<file path="config.mk">
export PLATFORM = sky130hd
export DESIGN_NAME = flash_cmd_if
export DESIGN_NICKNAME = d
export VERILOG_FILES = /design/src/rtl/fci_pkg.sv /design/src/rtl/fci_bus_sense.sv /design/src/rtl/fci_cmd_decode.sv /design/src/rtl/fci_prog_engine.sv /design/src/rtl/fci_word_array.sv /design/src/rtl/flash_cmd_if.sv
export SDC_FILE = /design/constraint.sdc
export NUM_CORES = 1
export LEC_CHECK = 0
export BUFFER_PORTS_ARGS = -buffer_cell sky130_fd_sc_hd__buf_2
export CAP_MARGIN = 15
export CORE_MARGIN = 8
export CORE_UTILIZATION = 30
export CTS_CLUSTER_DIAMETER = 120
export DETAILED_ROUTE_END_ITERATION = 8
export HOLD_SLACK_MARGIN = 0.03
export PLACE_DENSITY_LB_ADDON = 0.05
export SLEW_MARGIN = 20
export SYNTH_ARGS = -nofsm -noshare
export SYNTH_HDL_FRONTEND = slang
export SYNTH_HIERARCHICAL = 1
export SYNTH_SLANG_ARGS = --single-unit
</file>
<file path="constraint.sdc">
create_clock -name clk -period 7 [get_ports clk]
set_input_delay 0.35 -clock clk [delete_from_list [all_inputs] [get_ports clk]]
set_output_delay 0.35 -clock clk [all_outputs]
set_load 0.05 [all_outputs]
</file>
<file path="src/rtl/fci_pkg.sv">
// Package: command codes, read-path modes and engine states shared by the
// flash command interface. Assumes an 8-bit command on data lane 7..0.
package fci_pkg;
    typedef enum logic {
        RD_ARRAY  = 1'b0,
        RD_STATUS = 1'b1
    } rd_mode_e;

    typedef enum logic [1:0] {
        WS_IDLE = 2'd0,
        WS_RUN  = 2'd1,
        WS_SUSP = 2'd2
    } ws_state_e;

    localparam logic [7:0] OP_READ_ARRAY  = 8'hFF;
    localparam logic [7:0] OP_READ_STATUS = 8'h70;
    localparam logic [7:0] OP_CLEAR_FLAGS = 8'h50;
    localparam logic [7:0] OP_PROG_SETUP  = 8'h40;
    localparam logic [7:0] OP_SUSPEND     = 8'hB0;
    localparam logic [7:0] OP_RESUME      = 8'hD0;
endpackage

</file>
<file path="src/rtl/fci_bus_sense.sv">
// Strobe sensing: turns the asynchronous-looking flash strobes (sampled on
// clk) into a one-cycle write event and read-active / read-start flags.
// Assumes the strobes are already synchronous to clk.
module fci_bus_sense (
    input  logic clk,
    input  logic rst_n,
    input  logic ce_n,
    input  logic oe_n,
    input  logic we_n,
    output logic wr_evt,
    output logic rd_act,
    output logic rd_start
);
    logic we_q;
    logic rd_q;

    // Remember last sampled write strobe and read-active state.
    always_ff @(posedge clk) begin
        if (!rst_n) begin
            we_q <= 1'b1;
            rd_q <= 1'b0;
        end else begin
            we_q <= we_n;
            rd_q <= rd_act;
        end
    end

    // Write taken on the cycle write-enable is seen rising with chip enabled.
    always_comb begin
        rd_act   = !ce_n && !oe_n;
        rd_start = rd_act && !rd_q;
        wr_evt   = !we_q && we_n && !ce_n;
    end
endmodule

</file>
<file path="src/rtl/fci_cmd_decode.sv">
// Command decoder: interprets each bus write as a command or, after the
// program-setup code, as program address/data. Owns the read-path mode.
// Assumes engine state flags are registered outputs of the engine.
module fci_cmd_decode
    import fci_pkg::*;
(
    input  logic     clk,
    input  logic     rst_n,
    input  logic     wr_evt,
    input  logic [7:0] cmd,
    input  logic     ws_idle,
    input  logic     ws_run,
    input  logic     ws_susp,
    output rd_mode_e rd_mode,
    output logic     start,
    output logic     clr,
    output logic     susp_req,
    output logic     resume
);
    logic armed_q;
    logic is_cmd;

    // Strobe outputs that act on the engine in the same cycle.
    always_comb begin
        is_cmd   = wr_evt && !armed_q;
        start    = wr_evt && armed_q;
        clr      = is_cmd && (cmd == OP_CLEAR_FLAGS) && ws_idle;
        susp_req = is_cmd && (cmd == OP_SUSPEND) && ws_run;
        resume   = is_cmd && (cmd == OP_RESUME) && ws_susp;
    end

    // Track read-path mode and the program-setup arming flag.
    always_ff @(posedge clk) begin
        if (!rst_n) begin
            rd_mode <= RD_ARRAY;
            armed_q <= 1'b0;
        end else if (start) begin
            armed_q <= 1'b0;
            rd_mode <= RD_STATUS;
        end else if (is_cmd) begin
            case (cmd)
                OP_READ_STATUS: rd_mode <= RD_STATUS;
                OP_READ_ARRAY:  if (!ws_run) rd_mode <= RD_ARRAY;
                OP_PROG_SETUP:  if (ws_idle) armed_q <= 1'b1;
                OP_SUSPEND:     if (ws_run) rd_mode <= RD_STATUS;
                OP_RESUME:      if (ws_susp) rd_mode <= RD_STATUS;
                default:        ;
            endcase
        end
    end

    AST_ARRAY_CMD_IGNORED_RUN: assert property (@(posedge clk) disable iff (!rst_n)
        (is_cmd && (cmd == OP_READ_ARRAY) && ws_run) |=> (rd_mode == RD_STATUS));
    AST_UNKNOWN_KEEPS_MODE: assert property (@(posedge clk) disable iff (!rst_n)
        (is_cmd && (cmd == 8'h12)) |=> (rd_mode == $past(rd_mode)));
endmodule

</file>
<file path="src/rtl/fci_prog_engine.sv">
// Program engine: runs a fixed-length program count, honours suspend at
// checkpoints and resume, and keeps the sticky status flags. Assumes
// PROG_CYCLES >= 2 and CKPT_LG >= 1.
module fci_prog_engine
    import fci_pkg::*;
#(
    parameter int DEPTH       = 16,
    parameter int DATA_W      = 16,
    parameter int PROG_CYCLES = 64,
    parameter int CKPT_LG     = 2,
    localparam int AW    = $clog2(DEPTH),
    localparam int CNT_W = $clog2(PROG_CYCLES + 1)
) (
    input  logic              clk,
    input  logic              rst_n,
    input  logic              start,
    input  logic [AW-1:0]     in_addr,
    input  logic [DATA_W-1:0] in_data,
    input  logic              clr,
    input  logic              susp_req,
    input  logic              resume,
    input  logic              supply_low,
    input  logic              blk_locked,
    input  logic              force_fail,
    output logic              ws_idle,
    output logic              ws_run,
    output logic              ws_susp,
    output logic [7:0]        status,
    output logic              arr_we,
    output logic [AW-1:0]     arr_addr,
    output logic [DATA_W-1:0] arr_data
);
    ws_state_e        state_q;
    logic [CNT_W-1:0] cnt_q;
    logic             pend_q;
    logic             fail_q;
    logic             err_lock_q, err_vlow_q, err_prog_q, err_erase_q;
    logic             finish;
    logic             at_ckpt;

    // Decode engine state and completion.
    always_comb begin
        ws_idle = (state_q == WS_IDLE);
        ws_run  = (state_q == WS_RUN);
        ws_susp = (state_q == WS_SUSP);
        finish  = ws_run && (cnt_q == CNT_W'(1));
        at_ckpt = (cnt_q[CKPT_LG-1:0] == '0);
        arr_we  = finish && !fail_q;
        status  = {!ws_run, 1'b0, err_erase_q, err_prog_q, err_vlow_q, ws_susp, err_lock_q, 1'b0};
    end

    // State, counter, suspend pending and captured operands.
    always_ff @(posedge clk) begin
        if (!rst_n) begin
            state_q  <= WS_IDLE;
            cnt_q    <= '0;
            pend_q   <= 1'b0;
            fail_q   <= 1'b0;
            arr_addr <= '0;
            arr_data <= '0;
        end else begin
            case (state_q)
                WS_IDLE: if (start && !supply_low && !blk_locked) begin
                    state_q  <= WS_RUN;
                    cnt_q    <= CNT_W'(PROG_CYCLES);
                    pend_q   <= 1'b0;
                    fail_q   <= force_fail;
                    arr_addr <= in_addr;
                    arr_data <= in_data;
                end
                WS_RUN: begin
                    if (finish) begin
                        state_q <= WS_IDLE;
                        pend_q  <= 1'b0;
                    end else if ((pend_q || susp_req) && at_ckpt) begin
                        state_q <= WS_SUSP;
                        pend_q  <= 1'b0;
                    end else begin
                        cnt_q <= cnt_q - CNT_W'(1);
                        if (susp_req) pend_q <= 1'b1;
                    end
                end
                WS_SUSP: if (resume) state_q <= WS_RUN;
                default: state_q <= WS_IDLE;
            endcase
        end
    end

    // Sticky error flags: set by the engine, cleared only by clr.
    always_ff @(posedge clk) begin
        if (!rst_n) begin
            err_lock_q  <= 1'b0;
            err_vlow_q  <= 1'b0;
            err_prog_q  <= 1'b0;
            err_erase_q <= 1'b0;
        end else if (clr) begin
            err_lock_q  <= 1'b0;
            err_vlow_q  <= 1'b0;
            err_prog_q  <= 1'b0;
            err_erase_q <= 1'b0;
        end else begin
            if (start && ws_idle && supply_low) err_vlow_q <= 1'b1;
            if (start && ws_idle && !supply_low && blk_locked) err_lock_q <= 1'b1;
            if (finish && fail_q) err_prog_q <= 1'b1;
        end
    end

    AST_VLOW_NO_RUN: assert property (@(posedge clk) disable iff (!rst_n)
        (start && ws_idle && supply_low) |=> (ws_idle && status[3]));
    AST_LOCK_NO_RUN: assert property (@(posedge clk) disable iff (!rst_n)
        (start && ws_idle && !supply_low && blk_locked) |=> (ws_idle && status[1]));
    AST_ERR_STICKY: assert property (@(posedge clk) disable iff (!rst_n)
        !clr |=> ((status[5:3] & $past(status[5:3])) == $past(status[5:3]) && (status[1] || !$past(status[1]))));
    AST_CLR_EMPTIES: assert property (@(posedge clk) disable iff (!rst_n)
        clr |=> (status[5:3] == 3'b000 && !status[1]));
    AST_SUSP_READY: assert property (@(posedge clk) disable iff (!rst_n)
        (ws_run && $past(ws_susp)) |-> $past(resume));
endmodule

</file>
<file path="src/rtl/fci_word_array.sv">
// Word array: DEPTH words, reset to all ones, written by AND so that a
// program can only clear bits. Combinational read port.
module fci_word_array #(
    parameter int DEPTH  = 16,
    parameter int DATA_W = 16,
    localparam int AW = $clog2(DEPTH)
) (
    input  logic              clk,
    input  logic              rst_n,
    input  logic              we,
    input  logic [AW-1:0]     wa,
    input  logic [DATA_W-1:0] wd,
    input  logic [AW-1:0]     ra,
    output logic [DATA_W-1:0] rd
);
    logic [DATA_W-1:0] mem [DEPTH];

    // Erase to ones on reset; AND new data into the addressed word.
    always_ff @(posedge clk) begin
        if (!rst_n) begin
            for (int i = 0; i < DEPTH; i++) mem[i] <= '1;
        end else if (we) begin
            mem[wa] <= mem[wa] & wd;
        end
    end

    // Read port.
    assign rd = mem[ra];

    AST_ONLY_CLEARS: assert property (@(posedge clk) disable iff (!rst_n)
        we |=> ((mem[$past(wa)] & ~$past(mem[wa])) == '0));
endmodule

</file>
<file path="src/rtl/flash_cmd_if.sv">
// Top: flash word interface with command decoder, program engine, word
// array and a status value captured at the start of each read.
// Assumes strobes synchronous to clk; DATA_W >= 8.
module flash_cmd_if
    import fci_pkg::*;
#(
    parameter int DEPTH       = 16,
    parameter int DATA_W      = 16,
    parameter int PROG_CYCLES = 64,
    parameter int CKPT_LG     = 2,
    localparam int AW = $clog2(DEPTH)
) (
    input  logic              clk,
    input  logic              rst_n,
    input  logic              ce_n,
    input  logic              oe_n,
    input  logic              we_n,
    input  logic [AW-1:0]     addr,
    input  logic [DATA_W-1:0] din,
    output logic [DATA_W-1:0] dout,
    input  logic              blk_locked,
    input  logic              supply_low,
    input  logic              force_fail
);
    logic              wr_evt, rd_act, rd_start;
    rd_mode_e          rd_mode;
    logic              start, clr, susp_req, resume;
    logic              ws_idle, ws_run, ws_susp;
    logic [7:0]        live_status;
    logic [7:0]        held_status;
    logic              arr_we;
    logic [AW-1:0]     arr_addr;
    logic [DATA_W-1:0] arr_data;
    logic [DATA_W-1:0] arr_rd;

    fci_bus_sense i_sense (
        .clk(clk), .rst_n(rst_n), .ce_n(ce_n), .oe_n(oe_n), .we_n(we_n),
        .wr_evt(wr_evt), .rd_act(rd_act), .rd_start(rd_start)
    );

    fci_cmd_decode i_decode (
        .clk(clk), .rst_n(rst_n), .wr_evt(wr_evt), .cmd(din[7:0]),
        .ws_idle(ws_idle), .ws_run(ws_run), .ws_susp(ws_susp),
        .rd_mode(rd_mode), .start(start), .clr(clr),
        .susp_req(susp_req), .resume(resume)
    );

    fci_prog_engine #(
        .DEPTH(DEPTH), .DATA_W(DATA_W), .PROG_CYCLES(PROG_CYCLES), .CKPT_LG(CKPT_LG)
    ) i_engine (
        .clk(clk), .rst_n(rst_n), .start(start), .in_addr(addr), .in_data(din),
        .clr(clr), .susp_req(susp_req), .resume(resume),
        .supply_low(supply_low), .blk_locked(blk_locked), .force_fail(force_fail),
        .ws_idle(ws_idle), .ws_run(ws_run), .ws_susp(ws_susp), .status(live_status),
        .arr_we(arr_we), .arr_addr(arr_addr), .arr_data(arr_data)
    );

    fci_word_array #(.DEPTH(DEPTH), .DATA_W(DATA_W)) i_array (
        .clk(clk), .rst_n(rst_n), .we(arr_we), .wa(arr_addr), .wd(arr_data),
        .ra(addr), .rd(arr_rd)
    );

    // Capture the live status at the start of each read.
    always_ff @(posedge clk) begin
        if (!rst_n) held_status <= 8'h80;
        else if (rd_start) held_status <= live_status;
    end

    // Output mux: zero when idle, status (upper byte zero) or array word.
    always_comb begin
        if (!rd_act) dout = '0;
        else if (rd_mode == RD_STATUS)
            dout = {{(DATA_W-8){1'b0}}, (rd_start ? live_status : held_status)};
        else dout = arr_rd;
    end

    AST_UPPER_ZERO: assert property (@(posedge clk) disable iff (!rst_n)
        (rd_act && rd_mode == RD_STATUS) |-> (dout[DATA_W-1:8] == '0));
    AST_STATUS_HELD: assert property (@(posedge clk) disable iff (!rst_n)
        (rd_act && !rd_start && rd_mode == RD_STATUS && $past(rd_mode == RD_STATUS) && $past(rd_act))
        |-> $stable(dout));
endmodule

</file>
==> impl_results.md <==
- Syn_area_per_cell: 12.45 um2
- Slew headroom: 0.2883
- Post-synthesis cell area: 16170 um2
- Leakage power: 5.511 nW
- Final net count: 1334
- GRT Resource Usage Total: 0.1991
- Reg clk slew, reported paths: 0.06 ns
- Vias per cell: 5.653
- Max clock buf depth: 3
- Sequential area share after synthesis: 0.5323
- Sequential Area: 8612 um2
- DRT iter0 DRCs: 960
- Worst path required time: 7.17 ns
- Ports: 44
- Vias in the first global route: 11610
- Biggest area consumer among synthesized cells: edfxtp_1
- Synth top area share: 0.4754
- Yosys warns: 6
- Die area: 61590 um2
- Starting Density: 0.3017
- Number of synthesized flops with an enable pin: 256
- CP top delay family: simple AND/OR/NAND/NOR gates
- Max H-tree Level: 2
- CP Launch Type: flop
- N_diodes: 0
- Max incr delay on CP: 0.85 ns
- Post-route ant nets: 0
- Primary FF master, synth: edfxtp_1
- Overflow after GRT: 0
- Critical-path top delay cell: nand2b_1
- Cells after Synth: 1299
- Main combinational cell family by area after synthesis: multiplexers
- Area of the multi-input gates: 6972 um2
- Final cycle utilization of the critical path: 0.5850
- Post-synth cell types: 66
- Via count: 11460
- Critical path arrival: 4.27 ns
- RSZ-0062 raised after global routing: no
- Skew-Pair Late Insertion Delay: 0.57 ns
- Met1 GRT Util: 0.2809
- DRC: 0
- Post-synth ARST share: 0
- Root Buffer: clkbuf_16
- Max Cap Viol: 0
- Clock Skews: 0.01984 ns
- Core area: 53600 um2
- Status: finished clean
- Hpwl dp: 37870 um
- Most frequent cell after synthesis: nand3_1
- Num CTS Buffers: 39
- Most instantiated cells after synthesis: 287 x nand3_1, 256 x edfxtp_1, 136 x mux2i_1
- Pwr dens: 239.2 nW/um2
- CTS tree: yes
- Hold path depth: 3
- Simple-gate share of the synthesized area: 0.1580
- Met3 GRT Util: 0.03216
- Met2 GRT Util: 0.3130
- CP Class: reg -> reg
- Avg WL per Cell: 30.19 um
- Crit path buffers/inverters: 1
- First-pass GRT wire length: 87530 um
- Chip height: 248.2 um
- Gr busiest metal: met2
- Worst path cell trace: or4_1, nor4_1, buf_4, nand4b_1, nor3_4, nand2b_1
- Final Cell Area: 18280 um2
- Initial antenna violation count: 1
- Max VDD drop: 144.5 uV
- Core Util, Final: 0.3410
- Total wire length: 61190 um
- Endpoints failing setup: 0
- Mux share of post-synthesis cell area: 0.2061
- Critical Path End Type: flop
- Synth Area in Compound Gates: 0.05409
- Area Growth Syn to Fin: 13.04%
- Fillers: 5333
- GP Congestion: 0.7868
- Final Critical Period: 4.095 ns
- Worst min path class: in -> reg
- Final hold violation count: 0
- Die width: 248.2 um
- Worst slew pin tran: 1.067 ns
- Dpl cell area: 16940 um2
- Top post-synthesis cells by area: edfxtp_1 48%, nand3_1 8.9%, mux2i_1 8.4%
- Synth Area in XOR/XNOR: 0.001083
- Largest net degree at the start of global routing: 53
- FMAX: 244.2 MHz
- Initial DRT Pass Iterations: 5
- Port Buffers: 43
- Max FO, Critical Path: 17
- Setup TNS: 0 ns
- # clock sinks: 302
- Critical Path Stages: 6
- Final hold slack: 0.07259 ns
- Flops & latches, synth: 302
- Reg2reg path depth: 6
- Count of pins over their slew limit: 0
- Row cnt: 85
- Layout cell share with drive strength beyond 1: 0.1608
- Adder-cell share of the synthesized area: 0.002321
-- layout by cell type, fill, tap and decap left out, types with 13 or more instances in the layout --
cell type,instances
nand3_1,287
edfxtp_1,256
mux2i_1,136
nand2_1,102
a21oi_1,67
dfxtp_1,45
mux4_1,45
buf_2,42
clkbuf_16,39
mux4_2,35
a22oi_1,32
buf_4,32
nand2b_1,25
o21ai_2,14
nor2_1,13
-- logic make-up (layout without fill, tap and decap cells) --
logic type,after synthesis,count (layout)
AND/OR/NAND/NOR,502,502
flip-flops,302,302
multiplexers,216,216
AO/OA/AOI/OAI,142,142
buffers and inverters,131,161
adder cells (fa/ha/maj),3,3
XOR/XNOR,2,2
other,1,3
-- worst min-delay path, delay by kind of cell --
kind / cells / cell delay (ns)
buffers and inverters: 1 / 0.10
AND/OR/NAND/NOR: 1 / 0.07
AO/OA/AOI/OAI: 1 / 0.06
-- per-stage QoR --
step                worst slack [ns]  cells  power, mW
floorplan                      3.512   1301      2.265
global placement               3.018   1949      2.393
detailed placement             2.926   1949      2.390
CTS                            2.872   2027      4.434
global route                   2.550   2027      4.519
finish                         2.905   2027      4.373
-- where the power goes --
part	internal, mW	switching [mW]	total (mW)
Sequential	2.02	0.0446	2.06
Clock	1.20	0.822	2.02
Combinational	0.116	0.174	0.289
-- area by class of cell --
type	count	share of cell area
Timing Repair Buffer	83	0.02957
Multi-Input combinational cell	868	0.3814
Tap cell	696	0.04764
Inverter	9	0.001848
Clock inverter	20	0.01184
Sequential cell	302	0.4711
Clock buffer	49	0.05654
-- registers in the layout (all words and copies together), names as in the netlist --
signal,flops
i_array/mem,256
i_engine/fail_q,1
i_engine/state_q,2
i_engine/pend_q,1
i_engine/arr_addr,4
i_decode/rd_mode,1
i_decode/armed_q,1
i_engine/err_prog_q,1
i_sense/rd_q,1
i_engine/arr_data,16
i_engine/err_lock_q,1
i_sense/we_q,1
i_engine/cnt_q,7
i_engine/err_vlow_q,1
held_status,8
-- metal layers --
layer | vias to the layer above | share of wire
li1 | 5066 | -
met1 | 5930 | 0.46
met2 | 383 | 0.45
met3 | 80 | 0.060
met4 | 0 | 0.027
met5 | - | 0
-- path summary, 6_finish.rpt --
path                  startpoint                    end  slack (ns)
max            i_engine/cnt_q[2]     i_array/mem[8][13]        2.91
min                      din[14]  i_engine/arr_data[14]        0.07
max reg2reg    i_engine/cnt_q[2]     i_array/mem[8][13]        2.91
min reg2reg  i_engine/err_prog_q    i_engine/err_prog_q        0.48
-- repair_timing --
action	4_1_cts	5_1_grt
resized for setup	0	0
hold endpoints to repair	8	0
buffers inserted	0	0
hold buffers	9	0
No activity file was read; power rests on OpenSTA's default activity.
